File: src/rtl/tri_alu_pkg.sv
package tri_alu_pkg;
    typedef enum logic [1:0] {
        PTR_A = 2'b00,
        PTR_B = 2'b01,
        PTR_C = 2'b10,
        PTR_Y = 2'b11
    } reg_ptr_e;

    typedef enum logic [1:0] {
        ACT_HOLD0 = 2'b00,
        ACT_EXT   = 2'b01,
        ACT_RES   = 2'b10,
        ACT_HOLD3 = 2'b11
    } act_e;

    typedef enum logic [2:0] {
        OP_ADD2 = 3'b000,
        OP_ADD3 = 3'b001,
        OP_INV  = 3'b010,
        OP_INC  = 3'b011,
        OP_ROR  = 3'b100,
        OP_ROL  = 3'b101,
        OP_NAND = 3'b110,
        OP_NOR  = 3'b111
    } op_e;

    typedef enum logic [1:0] {
        ST_HOLD,
        ST_LOAD_EXT,
        ST_LOAD_RES,
        ST_CAPTURE_ALU
    } reg_action_e;
endpackage

File: src/rtl/tri_alu_core.sv
module tri_alu_core
    import tri_alu_pkg::*;
#(
    parameter int W = 8
) (
    input  logic [W-1:0] a,
    input  logic [W-1:0] b,
    input  logic [W-1:0] c,
    input  logic [2:0]   op,
    output logic [W-1:0] y
);
    always_comb begin
        unique case (op_e'(op))
            OP_ADD2: y = a + b;
            OP_ADD3: y = a + b + c;
            OP_INV:  y = ~a;
            OP_INC:  y = a + W'(1);
            OP_ROR:  y = {a[0], a[W-1:1]};
            OP_ROL:  y = {a[W-2:0], a[W-1]};
            OP_NAND: y = ~(a & b);
            OP_NOR:  y = ~(a | b);
            default: y = '0;
        endcase
    end


    always_comb begin
        if (op == 3'b100) ror_wrap_chk: assert (y[W-1] == a[0]);
        if (op == 3'b101) rol_wrap_chk: assert (y[0] == a[W-1]);
    end
endmodule

File: src/rtl/tri_alu_slot.sv
module tri_alu_slot
    import tri_alu_pkg::*;
#(
    parameter int W = 8,
    parameter bit IS_RESULT = 1'b0
) (
    input  logic         clk,
    input  logic         rst,
    input  logic         sel,
    input  logic [1:0]   act,
    input  logic [W-1:0] ext_d,
    input  logic [W-1:0] res_d,
    input  logic [W-1:0] alu_d,
    output logic [W-1:0] q
);
    reg_action_e nxt_act;
    logic [W-1:0] nxt_q;

    always_comb begin
        nxt_act = ST_HOLD;
        if (sel) begin
            if (IS_RESULT) begin
                nxt_act = (act == 2'b00) ? ST_HOLD : ST_CAPTURE_ALU;
            end else begin
                unique case (act_e'(act))
                    ACT_EXT: nxt_act = ST_LOAD_EXT;
                    ACT_RES: nxt_act = ST_LOAD_RES;
                    default: nxt_act = ST_HOLD;
                endcase
            end
        end
    end

    always_comb begin
        unique case (nxt_act)
            ST_LOAD_EXT:    nxt_q = ext_d;
            ST_LOAD_RES:    nxt_q = res_d;
            ST_CAPTURE_ALU: nxt_q = alu_d;
            default:        nxt_q = q;
        endcase
    end

    always_ff @(posedge clk) begin
        if (rst) q <= '0;
        else     q <= nxt_q;
    end


    reset_clear_chk: assert property (@(posedge clk) rst |=> (q == '0));

    unsel_hold_chk: assert property (@(posedge clk) disable iff (rst)
        !sel |=> $stable(q));
endmodule

File: src/rtl/tri_alu_dp.sv
module tri_alu_dp
    import tri_alu_pkg::*;
#(
    parameter int W = 8
) (
    input  logic         clk,
    input  logic         rst,
    input  logic [W-1:0] ext_data,
    input  logic [1:0]   reg_ptr,
    input  logic [1:0]   act_code,
    input  logic [2:0]   op_code,
    output logic [W-1:0] opa_q,
    output logic [W-1:0] opb_q,
    output logic [W-1:0] opc_q,
    output logic [W-1:0] res_q
);
    localparam int NREG = 4;

    logic [W-1:0] alu_y;
    logic [W-1:0] q_arr [NREG];

    tri_alu_core #(.W(W)) u_core (
        .a(q_arr[0]), .b(q_arr[1]), .c(q_arr[2]), .op(op_code), .y(alu_y)
    );

    for (genvar i = 0; i < NREG; i++) begin : g_slot
        tri_alu_slot #(.W(W), .IS_RESULT(i == NREG - 1)) u_slot (
            .clk(clk), .rst(rst),
            .sel(reg_ptr == 2'(i)),
            .act(act_code),
            .ext_d(ext_data),
            .res_d(q_arr[NREG-1]),
            .alu_d(alu_y),
            .q(q_arr[i])
        );
    end

    assign opa_q = q_arr[0];
    assign opb_q = q_arr[1];
    assign opc_q = q_arr[2];
    assign res_q = q_arr[3];


    ext_load_chk: assert property (@(posedge clk) disable iff (rst)
        (reg_ptr == 2'b00 && act_code == 2'b01) |=> (opa_q == $past(ext_data)));

    res_reload_chk: assert property (@(posedge clk) disable iff (rst)
        (reg_ptr == 2'b01 && act_code == 2'b10) |=> (opb_q == $past(res_q)));

    capture_chk: assert property (@(posedge clk) disable iff (rst)
        (reg_ptr == 2'b11 && act_code != 2'b00) |=> (res_q == $past(alu_y)));

    add3_chk: assert property (@(posedge clk) disable iff (rst)
        (reg_ptr == 2'b11 && act_code == 2'b11 && op_code == 3'b001)
        |=> (res_q == W'($past(opa_q) + $past(opb_q) + $past(opc_q))));
endmodule

File: config.mk
export PLATFORM = sky130hd
export DESIGN_NAME = tri_alu_dp
export DESIGN_NICKNAME = d
export VERILOG_FILES = /design/src/rtl/tri_alu_pkg.sv /design/src/rtl/tri_alu_core.sv /design/src/rtl/tri_alu_slot.sv /design/src/rtl/tri_alu_dp.sv
export SDC_FILE = /design/constraint.sdc
export NUM_CORES = 1
export LEC_CHECK = 0
export BUFFER_PORTS_ARGS = -buffer_cell sky130_fd_sc_hd__buf_2
export CAP_MARGIN = 10
export CELL_PAD_IN_SITES_DETAIL_PLACEMENT = 1
export CELL_PAD_IN_SITES_GLOBAL_PLACEMENT = 1
export CORE_ASPECT_RATIO = 0.7
export CORE_MARGIN = 3
export CORE_UTILIZATION = 40
export DETAILED_ROUTE_END_ITERATION = 12
export PLACE_DENSITY = 0.77
export REMOVE_ABC_BUFFERS = 1
export SYNTH_ARGS = -nofsm -noshare
export SYNTH_HDL_FRONTEND = slang
export SYNTH_SLANG_ARGS = --single-unit
export TNS_END_PERCENT = 10
File: constraint.sdc
create_clock -name clk -period 3.11 [get_ports clk]
set_input_delay 0.311 -clock clk [delete_from_list [all_inputs] [get_ports clk]]
set_output_delay 0.311 -clock clk [all_outputs]
set_load 0.02 [all_outputs]
======== Yosys cells after proc, flatten, opt, wreduce, memory -nomap -nowiden ========
Cells that the tools add are included.
storage, ports and cells
  register bits after elaboration ......... 32
  bits in latches ......................... 0
  bits in writable memories ............... 0
  ROM bits ................................ 0
  input port bits ......................... 17
  word-level logic and storage cells ...... 53
  memories ................................ 0
operators by class
  add/sub/neg operators ................... 3
  multipliers ............................. 0
  divide/modulo/power cells ............... 0
  $lt $le $gt $ge ......................... 0
  eq/ne operators ......................... 23
  shift operators ......................... 0
  muxes and demuxes ....................... 11
  bitwise operators ....................... 5
  reductions and logical operators ........ 7
operators with widths
  kind                 number
  $pmux 8 s3           3
  $pmux 8 s8           1
  $not 8->8            3
  $eq 2x2->1 const B   10
  $add 8x8->8          2
  $pmux 8 s2           1
  $eq 2x1->1 const B   6
  $eq 3x3->1 const B   4
  $mux 2               5
  $reduce_bool 3->1    3
  $add 8x1->8 const B  1
  $and 8x8->8          1
  $or 8x8->8           1
  $eq 3x2->1 const B   2
  $logic_not 2->1      2
  $pmux 2 s2           1
  $eq 3x1->1 const B   1
  $logic_not 3->1      1
  $reduce_bool 2->1    1

======== Logic depth before layout (Yosys ltp) ========
Gate-level depths: netlist of the first run.
  depth after elaboration ................. 5
  mapped depth ............................ 14

======== Cells and area by module ========
A second synthesis of the first run with hierarchy kept.
second synthesis, totals
  cells, all modules ...................... 382
  area total of the unflattened synthesis .. 3070.4 um2
by module, submodules not included
  module                               instances  cells an instance  area each (um2)
  tri_alu_core                         1          196                1478.9
  tri_alu_slot (g_slot[0].u_slot ...)  3          49                 400.4
  tri_alu_slot (g_slot[3].u_slot)      1          35                 364.1
  tri_alu_dp                           1          4                  26.3

======== Least setup slack after synthesis of the first run ========
OpenSTA, ideal clock, no wires.
  path type ............................... reg-to-reg
  start point ............................. reg g_slot[0].u_slot.q[3]
  end point ............................... reg g_slot[3].u_slot.q[7]
  arrival time ............................ 2.887 ns
  data required time ...................... 2.989 ns
  setup slack ............................. 0.102 ns
  cell stages (with the launch flop) ...... 14
  buffers on the path ..................... 1
  clock period less this slack ............ 3.008 ns
  path through ............................ dfxtp_1 clkbuf_1 inv_1 ha_1 and3_1 a221o_1 nor2_1 xnor2_1 ha_1 or3_1 o211ai_1 xnor2_1 xnor2_1 o22ai_1
on the way
  longest elaborated chain between the ends .. 4
RTL lines
  item                    line                                    source
  start, declared         tri_alu_slot.sv:14                      output logic [W-1:0] q
  start signal, assigned  tri_alu_slot.sv:45                      else q <= nxt_q;
  $add 8x8->8             tri_alu_core.sv:14, tri_alu_core.sv:15
  $add 8x8->8             tri_alu_core.sv:15                      OP_ADD3: y = a + b + c;
  $pmux 8 s8 (*)          tri_alu_core.sv:13                      unique case (op_e'(op))
  $pmux 8 s2 (*)          tri_alu_slot.sv:35                      unique case (nxt_act)
  end signal, assigned    tri_alu_slot.sv:45
  end, declared           tri_alu_slot.sv:14
Every way passes the cells marked *; elsewhere a longest branch is shown, timed or not.
A chain may end at the register's enable or synchronous reset.

======== Worst setup path in the final report of the first run ========
  start point ............................. reg g_slot[0].u_slot.q[0]
  end point ............................... reg g_slot[3].u_slot.q[7]
Same word-level chain as after synthesis.

==> results of run 1 <==
## per-layer routing
layer  GRT usage  vias to the layer above  share of wire
met3     0.03209                       17          0.065
met1      0.3806                     1390           0.48
met2      0.3913                      103           0.43
met5           0                        -              0
met4     0.08260                        0          0.023
li1            -                     1369              -
## power by group through the flow
stage                     combinational (W)  sequential (W)  clock (W)
after floorplan                    0.000136        0.000478          0
after detailed placement           0.000272        0.000458          0
after global placement             0.000264        0.000457          0
after global routing               0.000309        0.000452   0.000447
after CTS                          0.000274        0.000448   0.000430
final                              0.000281        0.000449   0.000416
## path summary, 6_finish.rpt
check / from / slack, ps / to / depth (start not counted)
max: g_slot[0].u_slot.q[0] / 140 / g_slot[3].u_slot.q[7] / 14
min: ext_data[6] / 370 / g_slot[2].u_slot.q[6] / 3
max reg2reg: g_slot[0].u_slot.q[0] / 140 / g_slot[3].u_slot.q[7] / 14
min reg2reg: g_slot[1].u_slot.q[4] / 480 / g_slot[1].u_slot.q[4] / 2
## timing repair
| item | 4_1_cts | 5_1_grt |
|---|---|---|
| setup endpoints to repair | 0 | 2 |
| setup buffers | 0 | 2 |
| gates resized for setup | 0 | 4 |
## Yosys cell counts (2+ instances only)
library cell / instances / area (µm²)
nand2_1: 39 / 146.4
a21oi_1: 33 / 165.2
dfxtp_1: 32 / 640.6
o221ai_1: 27 / 236.5
inv_1: 26 / 97.59
ha_1: 25 / 312.8
nor2_1: 22 / 82.58
clkbuf_1: 14 / 52.55
xnor2_1: 13 / 113.9
nor3_1: 11 / 55.05
o21ai_0: 11 / 55.05
nand2b_1: 9 / 56.30
o211ai_1: 8 / 60.06
nor2b_1: 6 / 37.54
buf_2: 5 / 25.02
a22oi_1: 4 / 30.03
nand3_1: 4 / 20.02
o21a_1: 4 / 30.03
o22ai_1: 4 / 25.02
a21o_1: 3 / 22.52
a311oi_1: 3 / 26.28
a31oi_1: 3 / 18.77
or3_1: 3 / 18.77
a211oi_1: 2 / 15.01
a221oi_1: 2 / 17.52
a2bb2oi_1: 2 / 17.52
buf_1: 2 / 7.510
fa_1: 2 / 40.04
mux2i_1: 2 / 20.02
o2111ai_1: 2 / 17.52
o211a_1: 2 / 20.02
o31a_1: 2 / 17.52
o31ai_1: 2 / 15.01
or2_2: 2 / 12.51
xor2_1: 2 / 17.52
## cells by family after synthesis
family,Yosys count,share of synthesized area
XOR/XNOR,15,0.04934
adder cells (fa/ha/maj),27,0.1325
AO/OA/AOI/OAI,121,0.3243
buffers and inverters,47,0.06861
flip-flops,32,0.2406
multiplexers,3,0.01598
AND/OR/NAND/NOR,99,0.1687
## critical path, stage by stage (launching register included)
cell	delay [ps]
dfxtp_1	360
ha_2	200
inv_1	50
fa_1	410
nor2b_1	150
o21a_1	180
o21a_1	150
nor2_1	90
ha_1	330
o211ai_1	140
o211ai_1	210
o211ai_1	150
xnor2_1	190
xnor2_1	150
o22ai_1	90
## per-stage QoR
step                      utilization  setup TNS (ps)
after floorplan                     -               0
after global placement         0.4745               0
after detailed placement       0.4745               0
after CTS                      0.4915               0
after global routing           0.4951          -8.670
final                          0.4951               0
## final cells by class
type | instances | area [µm²] | area share
clock buffers | 6 | 72.57 | 0.02314
clock inverters | 2 | 35.03 | 0.01117
inverters | 26 | 97.59 | 0.03111
multi-input cells | 265 | 1844 | 0.5880
flip-flops and latches | 32 | 643.1 | 0.2050
well taps | 91 | 113.9 | 0.03630
repair buffers | 60 | 330.3 | 0.1053
==> impl_metrics.toml, run 1 <==
[floorplan]
io_pins = 49
die_x_um = 103.5
die_y_um = 74.26
rows = 24
core_mm2 = 0.006336
dieArea_mm2 = 0.007687
initial_core_util = 0.4202

[clock_tree]
clk_pin_slew_ps = 80
clockBufferDepth = 2
cts_tree = "done"
cts_buffers = 5
clkLatencyLatePin_ps = 300
cts.sinks = 32
holdBufCountCts = 0
htreeDepth = 2
cts_root_buf = "clkbuf_8"

[yosys]
syn_area_mm2 = 0.002663
ys_seq_area_frac = 0.2406
synthCells = 344
synth-main-ff-cell = "dfxtp_1"
synth_cell_type_count = 46
yosysWarningCount = 0
synth_seq_cells = 32
avgSynthCellArea_um2 = 7.740
async_flop_share = 0
synth_edf_count = 0

[job]
drv_cap = 0

[power]
p_seq_frac = 0.392
p_leak_nw = 1.302
powerDensity_mw_per_mm2 = 365.4
comb_power_share = 0.245
internal_power_w = 0.0007678
power_frac_clock = 0.363
vdd_ir_drop_max_v = 0.0001558
switching_share = 0.3302
report.power.total_w = 0.001146
p_switching_w = 0.0003784

[sta]
slew_violations = 0
setup_viol = 0
max_freq_mhz = 336.5
fin_crit_ps = 2972
finalCritPeriodShare = 0.9556
hold_viol_final = 0
setup_ws_ps = 138.1
whs_ps = 373.0
max_slew.worst_pin.slew_ps = 725.6
slew_headroom = 0.5145
finalClockSkew_ps = 9.025

[route]
dr_total_vias = 2879
wire_per_inst_um = 20.47
avgViaCountPerCell = 5.973
drt_first_pass_iters = 5
drt_wl_total_um = 9866
drtAntennaViolNets = 0
drt_iter0_drc = 180
drc = 0

[placement]
gp_congestion = 0.9191
dp_hpwl_um = 7399
place.port_buffers = 48
place_area_mm2 = 0.003007
dpl_worst_slack_ps = 166.0
post-place-cells = 472

[finish]
final_cells = 482
syn2layout_area_growth_pct = 17.81
fillers = 814
final_nets = 434
antennaDiodeCount = 0
final_common_cell = "buf_2"
drive_gt1_frac = 0.1944
design_area_mm2 = 0.003137
final_cell_mix = "48 x buf_2, 39 x nand2_1, 33 x a21oi_1"
largest_reg_flops = 32
max_flop_register = "g_slot.u_slot.q"
reg.largest.list = "g_slot.u_slot.q: 32 flops"

[global_route]
first_global_vias = 2745
grt_max_degree = 37
grt.total_usage = 0.2570
overflow = 0
antenna_found_initial = 0
grt_first_pass_wirelength_um = 15430

[critical_path]
cp_data_required_time_ps = 3300
path_max_fanout = 3
critPathKind = "reg2reg"
cp.arrival_ps = 3160
worstSetupStartpointType = "register"
worstSetupEndpointType = "register"

[run_status]
outcome = "finished clean"

[worst_hold_path]
hold_path.class = "in2reg"
No activity file was read; power rests on OpenSTA's default activity.
==> run 2: changes to the inputs <==
Clock period 3.11 ns to 3.7 ns, I/O delays scaled along.
==> run 2 against run 1 <==
Effect of this change:
- flip-flop and latch count stayed put
- final area is 3.2% lower
- worst setup slack better by 360 ps
- critical path depth stayed put
- wire length is 2.5% lower
- critical path type unchanged
- highest routed layer unchanged
==> impl_metrics.toml, run 2 (synthesized netlist as in run 1, its figures left out) <==
[global_route]
grt_max_degree = 37
grt.total_usage = 0.2527
first_global_vias = 2795
antenna_found_initial = 0
grt_first_pass_wirelength_um = 15440
overflow = 0

[sta]
slew_headroom = 0.2600
max_freq_mhz = 312.2
setup_ws_ps = 496.7
finalClockSkew_ps = 5.658
setup_viol = 0
setup_tns_ps = 0
slew_violations = 0
hold_viol_final = 0
rsz0062_at_grt = "false"
fin_crit_ps = 3203
finalCritPeriodShare = 0.8658
max_slew.worst_pin.slew_ps = 1102

[placement]
dpl_worst_slack_ps = 634.9
place.port_buffers = 48
place_area_mm2 = 0.002939
dp_hpwl_um = 7254
gp_congestion = 0.9245

[critical_path]
r2r_slack_ps = 500
crit_end = "g_slot[3].u_slot.q[7]"
rr_startpoint = "g_slot[0].u_slot.q[0]"
path_max_fanout = 8
critPathKind = "reg2reg"
worstSetupEndpointType = "register"
rr_worst_depth = 14
r2r_end = "g_slot[3].u_slot.q[7]"
cp_data_required_time_ps = 3880
cp.arrival_ps = 3380
worstSetupStartpointType = "register"
crit_start = "g_slot[0].u_slot.q[0]"

[power]
switching_share = 0.3435
comb_power_share = 0.240
p_switching_w = 0.0003159
report.power.total_w = 0.0009196
powerDensity_mw_per_mm2 = 303.0
internal_power_w = 0.0006037
power_frac_clock = 0.343
p_seq_frac = 0.417
vdd_ir_drop_max_v = 0.0001927
p_leak_nw = 1.242

[finish]
fillers = 812
final_cell_mix = "48 x buf_2, 39 x nand2_1, 33 x a21oi_1"
largest_reg_flops = 32
max_flop_register = "g_slot.u_slot.q"
antennaDiodeCount = 0
final_common_cell = "buf_2"
syn2layout_area_growth_pct = 14.00
reg.largest.list = "g_slot.u_slot.q: 32 flops"
final_nets = 423
drive_gt1_frac = 0.1609
design_area_mm2 = 0.003035

[route]
wire_per_inst_um = 20.46
drc = 0
drt_wl_total_um = 9616
drt_first_pass_iters = 4
dr_total_vias = 2868
drt_iter0_drc = 225
avgViaCountPerCell = 6.102
drtAntennaViolNets = 0

[clock_tree]
cts_root_buf = "clkbuf_8"
cts_resized = 0
postCtsSetupBuffers = 0
clockBufferDepth = 2
cts_buffers = 5
cts.sinks = 32
htreeDepth = 2
clkLatencyLatePin_ps = 290
clk_pin_slew_ps = 80
holdBufCountCts = 0
cts_tree = "done"

[floorplan]
dieArea_mm2 = 0.007687
initial_core_util = 0.4202
core_mm2 = 0.006336
die_x_um = 103.5
rows = 24
die_y_um = 74.26
io_pins = 49

[worst_hold_path]
hold_depth = 3
hold_path.class = "in2reg"

[job]
drv_cap = 0

[run_status]
outcome = "finished clean"
==> run 2: changes by cell type in the layout (fill, tap and decap cells not counted), sizes merged <==
cell    delta
bufinv     -1
buf       -11
clkinv     -1
clkbuf     +1
==> run 2: worst min path at each step <==
| stage | endpoint | startpoint |
|---|---|---|
| 6_report | g_slot[1].u_slot.q[7] | ext_data[7] |
| 5_1_grt | g_slot[1].u_slot.q[7] | ext_data[7] |
| 4_1_cts | g_slot[1].u_slot.q[7] | ext_data[7] |
| 3_5_place_dp | g_slot[2].u_slot.q[5] | g_slot[2].u_slot.q[5] |
| 3_3_place_gp | g_slot[1].u_slot.q[7] | g_slot[1].u_slot.q[7] |
| 2_1_floorplan | g_slot[0].u_slot.q[0] | rst |
==> run 2: final cells by class <==
| type | instances | area (µm²) | share of cell area |
|---|---|---|---|
| multi-input cells | 265 | 1839 | 0.6059 |
| flip-flops and latches | 32 | 640.6 | 0.2110 |
| well taps | 91 | 113.9 | 0.03751 |
| repair buffers | 49 | 247.7 | 0.08162 |
| inverters | 26 | 97.59 | 0.03215 |
| clock buffers | 7 | 96.34 | 0.03174 |
==> run 2: worst max-delay path, stage by stage, from the launching register on <==
cell,delay [ps]
dfxtp_1,480
ha_1,240
inv_1,70
fa_1,430
nor2b_1,170
o21a_1,180
o21a_1,150
nor2_1,80
ha_1,330
o211ai_1,120
o211ai_1,240
o211ai_1,170
xnor2_1,200
xnor2_1,150
o22ai_1,80
==> run 2: power groups by stage <==
stage	clock, W	sequential, W	combinational [W]
global route	0.000332	0.000386	0.000243
detailed placement	0	0.000391	0.000217
finish	0.000316	0.000383	0.000221
global placement	0	0.000390	0.000211
floorplan	0	0.000402	0.000114
CTS	0.000316	0.000383	0.000219
==> run 2: per-layer routing <==
metal,GRT usage,up-vias,share of wire
met2,0.4087,106,0.44
met3,0.04597,14,0.067
met4,0.05900,0,0.016
met1,0.3561,1408,0.48
met5,0,-,0
li1,-,1340,-
==> run 2: stage by stage <==
| step | instances | util | hold WS [ps] |
|---|---|---|---|
| 2_1_floorplan | 323 | - | 439.1 |
| 3_3_place_gp | 463 | 0.4639 | 481.2 |
| 3_5_place_dp | 463 | 0.4639 | 484.3 |
| 4_1_cts | 470 | 0.4791 | 449.1 |
| 5_1_grt | 470 | 0.4791 | 460.7 |
| 6_report | 470 | 0.4791 | 451.6 |
